===== src/rtl/fly_dma.sv =====
module fly_dma #(
  parameter int NCH = 4,
  parameter int AW  = 16,
  parameter int CW  = 16
) (
  input  logic           clk,
  input  logic           rst_n,
  input  logic           cfg_we,
  input  logic [1:0]     cfg_ch,
  input  logic [1:0]     cfg_sel,
  input  logic [15:0]    cfg_wdata,
  input  logic           sts_rd,
  input  logic [NCH-1:0] dreq,
  output logic [NCH-1:0] dack,
  output logic           hrq,
  input  logic           hlda,
  output logic [AW-1:0]  addr,
  output logic           mem_rd,
  output logic           mem_wr,
  output logic           io_rd,
  output logic           io_wr,
  output logic           irq,
  output logic [NCH-1:0] tc_status
);
  localparam int CHW = (NCH > 1) ? $clog2(NCH) : 1;

  typedef enum logic [1:0] {S_IDLE, S_REQ, S_ACK, S_XFER} st_t;

  st_t              st_q;
  logic [CHW-1:0]   ch_q, win;
  logic [AW-1:0]    adr_q [NCH];
  logic [CW-1:0]    cnt_q [NCH];
  logic [NCH-1:0]   dir_q, tc_q, tc_nxt, elig;
  logic             last, xfer, cfg_ok;

  for (genvar g = 0; g < NCH; g++) begin : g_elig
    assign elig[g] = dreq[g] && (cnt_q[g] != '0);
  end

  always_comb begin
    win = '0;
    for (int i = NCH - 1; i >= 0; i--)
      if (elig[i]) win = CHW'(i);
  end

  assign xfer   = (st_q == S_XFER);
  assign last   = (cnt_q[ch_q] == CW'(1));
  assign cfg_ok = cfg_we && (st_q == S_IDLE);

  always_ff @(posedge clk) begin
    if (!rst_n) begin
      st_q <= S_IDLE;
      ch_q <= '0;
    end else begin
      case (st_q)
        S_IDLE: if (|elig) begin ch_q <= win; st_q <= S_REQ; end
        S_REQ:  if (hlda) st_q <= S_ACK;
        S_ACK:  st_q <= S_XFER;
        S_XFER: if (last) st_q <= S_IDLE;
        default: st_q <= S_IDLE;
      endcase
    end
  end

  always_ff @(posedge clk) begin
    for (int i = 0; i < NCH; i++) begin
      if (!rst_n) begin
        adr_q[i] <= '0;
        cnt_q[i] <= '0;
        dir_q[i] <= 1'b0;
      end else if (cfg_ok && (int'(cfg_ch) == i)) begin
        case (cfg_sel)
          2'd0: adr_q[i] <= AW'(cfg_wdata);
          2'd1: cnt_q[i] <= CW'(cfg_wdata);
          2'd2: dir_q[i] <= cfg_wdata[0];
          default: ;
        endcase
      end else if (xfer && (int'(ch_q) == i)) begin
        adr_q[i] <= adr_q[i] + AW'(1);
        cnt_q[i] <= cnt_q[i] - CW'(1);
      end
    end
  end

  always_comb begin
    tc_nxt = sts_rd ? '0 : tc_q;
    if (xfer && last) tc_nxt[ch_q] = 1'b1;
  end

  always_ff @(posedge clk) begin
    if (!rst_n) tc_q <= '0;
    else        tc_q <= tc_nxt;
  end

  for (genvar g = 0; g < NCH; g++) begin : g_dack
    assign dack[g] = ((st_q == S_ACK) || xfer) && (int'(ch_q) == g);
  end

  assign hrq       = (st_q != S_IDLE);
  assign addr      = xfer ? adr_q[ch_q] : '0;
  assign mem_rd    = xfer && !dir_q[ch_q];
  assign io_wr     = xfer && !dir_q[ch_q];
  assign io_rd     = xfer &&  dir_q[ch_q];
  assign mem_wr    = xfer &&  dir_q[ch_q];
  assign irq       = |tc_q;
  assign tc_status = tc_q;
endmodule


===== config.mk =====
export PLATFORM = sky130hd
export DESIGN_NAME = fly_dma
export DESIGN_NICKNAME = d
export VERILOG_FILES = /design/src/rtl/fly_dma.sv
export SDC_FILE = /design/constraint.sdc
export NUM_CORES = 1
export LEC_CHECK = 0
export BUFFER_PORTS_ARGS = -buffer_cell sky130_fd_sc_hd__buf_2
export CORE_ASPECT_RATIO = 0.5
export CORE_MARGIN = 3
export CORE_UTILIZATION = 37
export DETAILED_ROUTE_END_ITERATION = 6
export GPL_TIMING_DRIVEN = 0
export HOLD_SLACK_MARGIN = 0.08
export PLACE_DENSITY = 0.56
export SLEW_MARGIN = 10
export SYNTH_ARGS = -nofsm -noshare
export SYNTH_HDL_FRONTEND = slang
export SYNTH_SLANG_ARGS = --single-unit

===== constraint.sdc =====
create_clock -name clk -period 6.6 [get_ports clk]
set_input_delay 1.32 -clock clk [delete_from_list [all_inputs] [get_ports clk]]
set_output_delay 1.32 -clock clk [all_outputs]
set_load 0.01 [all_outputs]

==> results of run 1 <==
## cells by family (layout without fill, tap and decap cells)
kind of cell / after synthesis / count (layout) / share of synthesized area [%]
compound gates: 168 / 168 / 10.8
xor+xnor: 109 / 109 / 11.0
fa+ha+maj: 13 / 13 / 1.88
flops: 142 / 142 / 47.6
buf+inv: 64 / 150 / 3.36
simple gates: 379 / 379 / 20.7
mux: 19 / 19 / 4.65
## registers in the layout, summed over array words and instances (netlist names), named ones only
signal / flops
cnt_q: 64
dir_q: 4
adr_q: 64
ch_q: 2
tc_status: 4
st_q: 2
## per-layer routing
layer  vias to the layer above  track usage (%)  share of wire [%]
met5                         -                0                  0
met4                         0             6.26                2.0
met3                        39             3.89                7.0
met2                       273             31.9                 44
met1                      3487             29.8                 47
li1                       3352                -                  -
## final cells by class
class,count,area (µm²)
Fill cell,2100,12400
Multi-Input combinational cell,688,4280
Sequential cell,142,4120
Clock buffer,22,444
Tap cell,300,375
Timing Repair Buffer,55,313
Buffer,48,231
Clock inverter,9,95.1
Inverter,16,60.1
## worst register-to-register path: stages, from the launching register on
cell and delay [ns]:
sky130_fd_sc_hd__dfxtp_1 0.35, sky130_fd_sc_hd__inv_1 0.11, sky130_fd_sc_hd__ha_1 0.35, sky130_fd_sc_hd__nand4b_1 0.41, sky130_fd_sc_hd__nand2_1 0.40, sky130_fd_sc_hd__clkbuf_1 0.50
sky130_fd_sc_hd__o211ai_1 0.53, sky130_fd_sc_hd__buf_4 0.35
## cell usage in the layout, fill, tap and decap left out, types with 10 or more instances in the layout
| cell | netlist | routed |
|---|---|---|
| sky130_fd_sc_hd__edfxtp_1 | 128 | 128 |
| sky130_fd_sc_hd__inv_1 | 15 | 15 |
| sky130_fd_sc_hd__xor2_1 | 50 | 50 |
| sky130_fd_sc_hd__nor2_1 | 53 | 53 |
| sky130_fd_sc_hd__dfxtp_1 | 14 | 14 |
| sky130_fd_sc_hd__buf_4 | 13 | 23 |
| sky130_fd_sc_hd__mux4_2 | 17 | 17 |
| sky130_fd_sc_hd__nand2_1 | 176 | 176 |
| sky130_fd_sc_hd__nor3_1 | 21 | 21 |
| sky130_fd_sc_hd__or4_1 | 10 | 10 |
| sky130_fd_sc_hd__a21oi_1 | 11 | 11 |
| sky130_fd_sc_hd__and2_1 | 18 | 18 |
| sky130_fd_sc_hd__o21ai_0 | 95 | 95 |
| sky130_fd_sc_hd__buf_2 | 1 | 44 |
| sky130_fd_sc_hd__clkbuf_16 | 0 | 17 |
| sky130_fd_sc_hd__ha_1 | 13 | 13 |
| sky130_fd_sc_hd__clkbuf_1 | 29 | 34 |
| sky130_fd_sc_hd__nor4_1 | 13 | 13 |
| sky130_fd_sc_hd__xnor2_1 | 59 | 59 |
| sky130_fd_sc_hd__o21ai_1 | 38 | 38 |
| sky130_fd_sc_hd__nand3_1 | 34 | 34 |
## worst max path at each step
stage,start,endpoint,slack [ns]
4_1_cts,register,addr[5],2.42
3_3_place_gp,cfg_ch[0],adr_q[2][8],1.07
2_1_floorplan,cfg_ch[1],adr_q[0][0],2.33
3_5_place_dp,cfg_ch[0],cnt_q[2][10],2.71
5_1_grt,register,addr[5],2.29
6_report,register,addr[5],2.53
## power groups by stage
| stage | Clock (mW) | Sequential (mW) | Combinational [mW] |
|---|---|---|---|
| 2_1_floorplan | 0 | 1.13 | 0.314 |
| 3_3_place_gp | 0 | 1.15 | 0.441 |
| 3_5_place_dp | 0 | 1.15 | 0.461 |
| 4_1_cts | 0.941 | 1.13 | 0.464 |
| 5_1_grt | 0.983 | 1.14 | 0.508 |
| 6_report | 0.930 | 1.13 | 0.462 |
## through the flow
| stage | setup WS, ns | area [µm²] | total power, mW |
|---|---|---|---|
| 2_1_floorplan | 2.33 | 8660 | 1.44 |
| 3_3_place_gp | 1.07 | 9250 | 1.59 |
| 3_5_place_dp | 2.71 | 9380 | 1.61 |
| 4_1_cts | 2.42 | 9920 | 2.53 |
| 5_1_grt | 2.29 | 9920 | 2.63 |
| 6_report | 2.53 | 9920 | 2.52 |
==> reports/results.ini, run 1 <==
[yosys]
cell_types_with_the_highest_counts_after_synthesis=176 x sky130_fd_sc_hd__nand2_1, 128 x sky130_fd_sc_hd__edfxtp_1, 95 x sky130_fd_sc_hd__o21ai_0
post_synth_num_cell_types=53
synthesis.area_per_instance_um2=9.69
yosysWarningCount=0
synthMostInstantiatedCell=sky130_fd_sc_hd__nand2_1
synth.area.top_cells=sky130_fd_sc_hd__edfxtp_1 44%, sky130_fd_sc_hd__nand2_1 7.6%, sky130_fd_sc_hd__xnor2_1 6.0%
number_of_instances_in_the_synthesized_netlist=894
synthArstFlopShare_pct=0
syn_nets=936
ys_seq_area_share_pct=47.6
number_of_register_bits_inferred_by_synthesis=142
synth-edff-count=128
synth_top_flop_cell=sky130_fd_sc_hd__edfxtp_1
synth_top_area_cell=sky130_fd_sc_hd__edfxtp_1
synth_largest_type_area_fraction_pct=44.4
mappedNetlistArea_um2=8660

[floorplan]
die-area_um2=25400
initial_core_util_pct=38.9
die_width_um=222
design.portCount=59
dieHeight_um=114
fp-row-count=38
core_area_um2=22300

[clock_network]
tritoncts.num_buffers=17
cts.repair_timing.setup_buffer_count=0
clkLatencyLatePin_ns=0.43
post_cts_hold_buffer_count=0
clock_sink_count=142
tritoncts_clock_tree=yes
clockRootBuffer=sky130_fd_sc_hd__clkbuf_16
post_cts.resized_instances=0
htree_levels=4
cts_buffer_depth=2
clk_pin_slew_worst_paths_ns=0.06

[timing]
finalMaxSlewViolations=0
max_clock_freq_mhz=245
final.period_utilization_pct=61.7
holdWs_ns=0.478
final_hold_viol_count=0
fin_skew_ns=0.00665
rsz0062_at_grt=false
worstMarginPinSlew_ns=0.928
timing.setup.tns_ns=0
max_slew_margin_pct=37.9
timing.final.crit_period_ns=4.07
setup-violations-final=0

[route]
via_count=7151
drc_violations=0
wl_per_cell_um=20.1
via_per_inst=5.59
antenna_violating_nets_post_route=0
detailed_router_s_first_iteration_violation_count=694
totalWireLength_um=25700
drtPass1Iterations=6

[pwr]
netSwitchingFraction_pct=28.9
power.internal_mw=1.79
cell_leakage_power_nw=3.28
cellPowerDensity_nw_per_um2=254
vdd.ir_drop.worst_mv=0.115
power.share.combinational_pct=18.3
power.share.sequential_pct=44.8
power.switching_mw=0.729
power_frac_clock_pct=36.9

[global_routing]
antenna_found_initial=0
first_global_vias=6836
grt_use_total_pct=20.7
grt_pass1_wl_um=40000
gr-total-overflow=0
maximum_number_of_pins_on_one_net_before_global_route_repair=17

[min_path]
min_path_cells=2
endpoint_with_the_worst_hold_slack=dir_q[2]
hp-start=dir_q[2]
hold_path.class=reg -> reg

[run_status]
outcome=finished clean

[worst_setup_path]
timing.rr.start=st_q[0]
cp_num_cells=5
path_cells=buf_1 -> buf_2 -> mux4_2 -> and2_1 -> buf_2
timing.critical_path.to_type=output port
critical-path-max-stage-delay_ns=0.59
path_buf_inv=3
r2r_end=cnt_q[2][10]
worstSetupStartpointType=register
cp_common_cell=sky130_fd_sc_hd__buf_2
critPathSlowestCell=sky130_fd_sc_hd__buf_1
timing.reg2reg.setup_slack_ns=3.35
required_ns=5.28
crit_type=reg -> out
timing.critical_path.max_delay_family=buffers and inverters
critPathArrivalTime_ns=2.75
worstPathMaxFanout=10
worst-r2r-cell-count=7

[placed_design]
globalplace.congestion=0.874
numPlacedInstances=1249
post-dp-hpwl_um=18500
io_buffers=43

[layout]
final_nets=1010
final_cells=1280
layout-drive-gt1-share_pct=12.9
final_util_pct=44.5
antenna-diode-count=0
syn_to_final_growth_pct=14.5

[job]
max_cap_violation_count=0

(Power assumes the default switching activity.)
==> inputs of run 2 (changes only) <==
--- a/config.mk
+++ b/config.mk
@@ -5,6 +5,7 @@
 export SDC_FILE = /design/constraint.sdc
 export NUM_CORES = 1
 export LEC_CHECK = 0
+export ABC_AREA = 1
 export BUFFER_PORTS_ARGS = -buffer_cell sky130_fd_sc_hd__buf_2
 export CORE_ASPECT_RATIO = 0.5
 export CORE_MARGIN = 3
@@ -12,7 +13,7 @@
 export DETAILED_ROUTE_END_ITERATION = 6
 export GPL_TIMING_DRIVEN = 0
 export HOLD_SLACK_MARGIN = 0.08
-export PLACE_DENSITY = 0.56
+export PLACE_DENSITY = 0.58
 export SLEW_MARGIN = 10
 export SYNTH_ARGS = -nofsm -noshare
 export SYNTH_HDL_FRONTEND = slang
==> constraint.sdc (replaced) <==
create_clock -name clk -period 3.36 [get_ports clk]
set_input_delay 0.672 -clock clk [delete_from_list [all_inputs] [get_ports clk]]
set_output_delay 0.672 -clock clk [all_outputs]
set_load 0.01 [all_outputs]
==> reports/results.ini, run 2 <==
[floorplan]
initial_core_util_pct=38.8  ; about the same
core_area_um2=23600  ; +5.7%
fp-row-count=39  ; +2.6%
dieHeight_um=117  ; +2.6%
die-area_um2=26800  ; +5.4%
die_width_um=228  ; +2.7%
design.portCount=59  ; unchanged

[yosys]
synth_top_family_by_area=simple AND/OR/NAND/NOR gates
synth-edff-count=128  ; unchanged
synthesis.area_per_instance_um2=7.84  ; -19%
synthMostInstantiatedCell=sky130_fd_sc_hd__nand2_1
synthArstFlopShare_pct=0  ; unchanged
cell_types_with_the_highest_counts_after_synthesis=222 x sky130_fd_sc_hd__nand2_1, 155 x sky130_fd_sc_hd__nor2_1, 151 x sky130_fd_sc_hd__inv_1
number_of_register_bits_inferred_by_synthesis=142  ; unchanged
number_of_instances_in_the_synthesized_netlist=1167  ; +31%
yosysWarningCount=0  ; unchanged
synth_top_area_cell=sky130_fd_sc_hd__edfxtp_1
synth_xor_xnor_area_share_pct=3.54  ; -7.5 points
yosys-mux-area-fraction_pct=0  ; -4.7 points
synth_simple_gate_area_share_pct=23.7  ; +3.0 points
ys_seq_area_share_pct=45.1  ; -2.5 points
syn_nets=1209  ; +29%
mappedNetlistArea_um2=9150  ; +5.6%
yosys.area_share.adder_pct=1.78  ; -0.10 points
synth_largest_type_area_fraction_pct=42.0  ; -2.4 points
synth_compound_area_share_pct=17.2  ; +6.3 points
synth_top_flop_cell=sky130_fd_sc_hd__edfxtp_1
synth.area.top_cells=sky130_fd_sc_hd__edfxtp_1 42%, sky130_fd_sc_hd__nand2_1 9.1%, sky130_fd_sc_hd__nor2_1 6.4%
post_synth_num_cell_types=42  ; -21%

[worst_setup_path]
required_ns=3.30  ; -1.98 ns
critical-path-max-stage-delay_ns=0.67  ; +0.08 ns
worstSetupStartpointType=register
timing.critical_path.to_type=register
crit_type=reg -> reg
path_buf_inv=3  ; unchanged
path_cells=inv_1 -> ha_1 -> nand2_2 -> nor3_4 -> or2_2 -> buf_2 -> buf_2 -> nand3_1
critPathSlowestCell=sky130_fd_sc_hd__nand3_1
cp_common_cell=sky130_fd_sc_hd__buf_2
timing.critical_path.max_delay_family=simple AND/OR/NAND/NOR gates
worstPathMaxFanout=16  ; +6
critPathArrivalTime_ns=3.14  ; +0.39 ns

[global_routing]
first_global_vias=8012  ; +17%
grt_pass1_wl_um=46200  ; +16%
maximum_number_of_pins_on_one_net_before_global_route_repair=17  ; unchanged
grt_use_total_pct=22.8  ; +2.1 points
antenna_found_initial=1  ; +1
gr-total-overflow=0  ; unchanged

[placed_design]
io_buffers=58  ; +35%
post-place-ws_ns=0.228  ; -2.48 ns
post-dp-hpwl_um=22400  ; +21%
globalplace.congestion=0.920  ; +5.3%

[timing]
max_clock_freq_mhz=312
final_hold_viol_count=0  ; unchanged
worstMarginPinSlew_ns=0.888  ; -0.0401 ns
timing.setup.tns_ns=0  ; unchanged
final.period_utilization_pct=95.3
fin_skew_ns=0.0107  ; +0.00407 ns
holdWs_ns=0.467  ; -0.0112 ns
timing.final.crit_period_ns=3.20
finalMaxSlewViolations=0  ; unchanged
max_slew_margin_pct=40.7  ; +2.8 points
rsz0062_at_grt=false
setup-violations-final=0  ; unchanged
layout_setup_ws_ns=0.160  ; -2.37 ns

[clock_network]
clock_sink_count=142  ; unchanged
clockRootBuffer=sky130_fd_sc_hd__clkbuf_16
cts_buffer_depth=2  ; unchanged
cts.repair_timing.setup_buffer_count=0  ; unchanged
htree_levels=4  ; unchanged
clkLatencyLatePin_ns=0.44  ; about the same
tritoncts.num_buffers=17  ; unchanged
tritoncts_clock_tree=yes
clk_pin_slew_worst_paths_ns=0.07  ; about the same

[min_path]
hold_path.class=reg -> reg

[layout]
syn_to_final_growth_pct=14.0
final_nets=1286  ; +27%
multi_input_logic_area_um2=4220  ; -1.3%
largestRegisters=adr_q x64, cnt_q x64
antenna-diode-count=0  ; unchanged
regArea_um2=4130  ; about the same
most_frequent_cells_in_the_layout=222 x sky130_fd_sc_hd__nand2_1, 155 x sky130_fd_sc_hd__nor2_1, 151 x sky130_fd_sc_hd__inv_1
layout-drive-gt1-share_pct=11.7  ; -1.2 points
final_common_cell=sky130_fd_sc_hd__nand2_1
fillerInstances=2395  ; +14%

[pwr]
power.internal_mw=3.54  ; +97%
power.share.combinational_pct=20.2  ; +1.9 points
power_frac_clock_pct=37.4  ; +0.5 points
cellPowerDensity_nw_per_um2=500  ; +96%
power.switching_mw=1.67  ; +130%
vdd.ir_drop.worst_mv=0.383  ; +230%
cell_leakage_power_nw=4.15  ; +27%
post_layout_power_mw=5.21  ; +110%
netSwitchingFraction_pct=32.1  ; +3.2 points
power.share.sequential_pct=42.4  ; -2.4 points

[route]
detailed_router_s_first_iteration_violation_count=1066  ; +54%
via_per_inst=5.54  ; -0.91%
via_count=8769  ; +23%
totalWireLength_um=30500  ; +19%
drtPass1Iterations=7  ; +1
wl_per_cell_um=19.2  ; -4.2%
antenna_violating_nets_post_route=0  ; unchanged
drc_violations=0  ; unchanged

[run_status]
outcome=finished clean

[job]
max_cap_violation_count=0  ; unchanged

run 2: changes by cell type after synthesis, moves of 18 or more:
cell and change:
sky130_fd_sc_hd__a21oi_1 +59, sky130_fd_sc_hd__and2_1 -18, sky130_fd_sc_hd__inv_1 +136, sky130_fd_sc_hd__nand2_1 +46, sky130_fd_sc_hd__nand3_1 +20, sky130_fd_sc_hd__nor2_1 +102
sky130_fd_sc_hd__o21ai_1 -32, sky130_fd_sc_hd__o22ai_1 +55, sky130_fd_sc_hd__xnor2_1 -50, sky130_fd_sc_hd__xor2_1 -22
run 2: area by class of cell:
cell class | instances | area share (%)
multi-input combinational | 827 | 40.5
sequential | 142 | 39.5
inverter | 164 | 5.90
clock buffer | 19 | 4.15
tap | 328 | 3.93
timing repair buffer | 58 | 2.78
buffer | 34 | 1.86
clock inverter | 12 | 1.39
run 2: logic make-up after synthesis:
logic type                 after synthesis
buffers and inverters                  198
AOI/OAI and AO/OA                      277
DFF                                    142
xor gates and xnor gates                37
adders and majority gates               13
and+or+nand+nor                        500
run 2: timing repair:
action | CTS | global route
resized for setup | 1 | 3
cloned | 0 | 0
endpoints found under the hold margin | 0 | 0
pin swaps | 0 | 0
endpoints found under the setup margin | 2 | 7
hold buffers | 0 | 0
run 2: final timing paths:
kind / start / end / slack (ns) / cells after the start
setup / recovery: st_q[0] / adr_q[0][6] / 0.16 / 8
hold reg to reg: dir_q[0] / dir_q[0] / 0.47 / 2
hold / removal: dir_q[0] / dir_q[0] / 0.47 / 2
setup reg to reg: st_q[0] / adr_q[0][6] / 0.16 / 8
run 2: per-layer routing:
layer  vias up  GRT usage [%]  wire (µm)
met5         -              0         13
met4         2           6.47        533
met3        37           6.58       3660
met2       396           33.8      12600
met1      4178           32.4      13700
li1       4156              -          -
run 2: tightest hold or removal path, delay by kind of cell (launching register included):
family / cells / cell delay (ns)
flip-flops: 1 / 0.31
AND/OR/NAND/NOR: 1 / 0.06
AO/OA/AOI/OAI: 1 / 0.05
run 2: metrics by stage:
stage / util [%] / area [µm²] / std cells
6_report: 44.3 / 10400 / 1584
2_1_floorplan: - / 9150 / 1167
5_1_grt: 44.3 / 10400 / 1584
3_3_place_gp: 41.8 / 9850 / 1553
4_1_cts: 44.3 / 10400 / 1584
3_5_place_dp: 41.8 / 9850 / 1553
run 2: power groups by stage:
stage                     clock (mW)  combinational, mW  sequential [mW]
after floorplan                    0              0.690             2.19
after global placement             0               1.02             2.23
after detailed placement           0               1.03             2.24
after CTS                       1.96               1.04             2.20
after global routing            2.04               1.17             2.22
final                           1.95               1.05             2.21
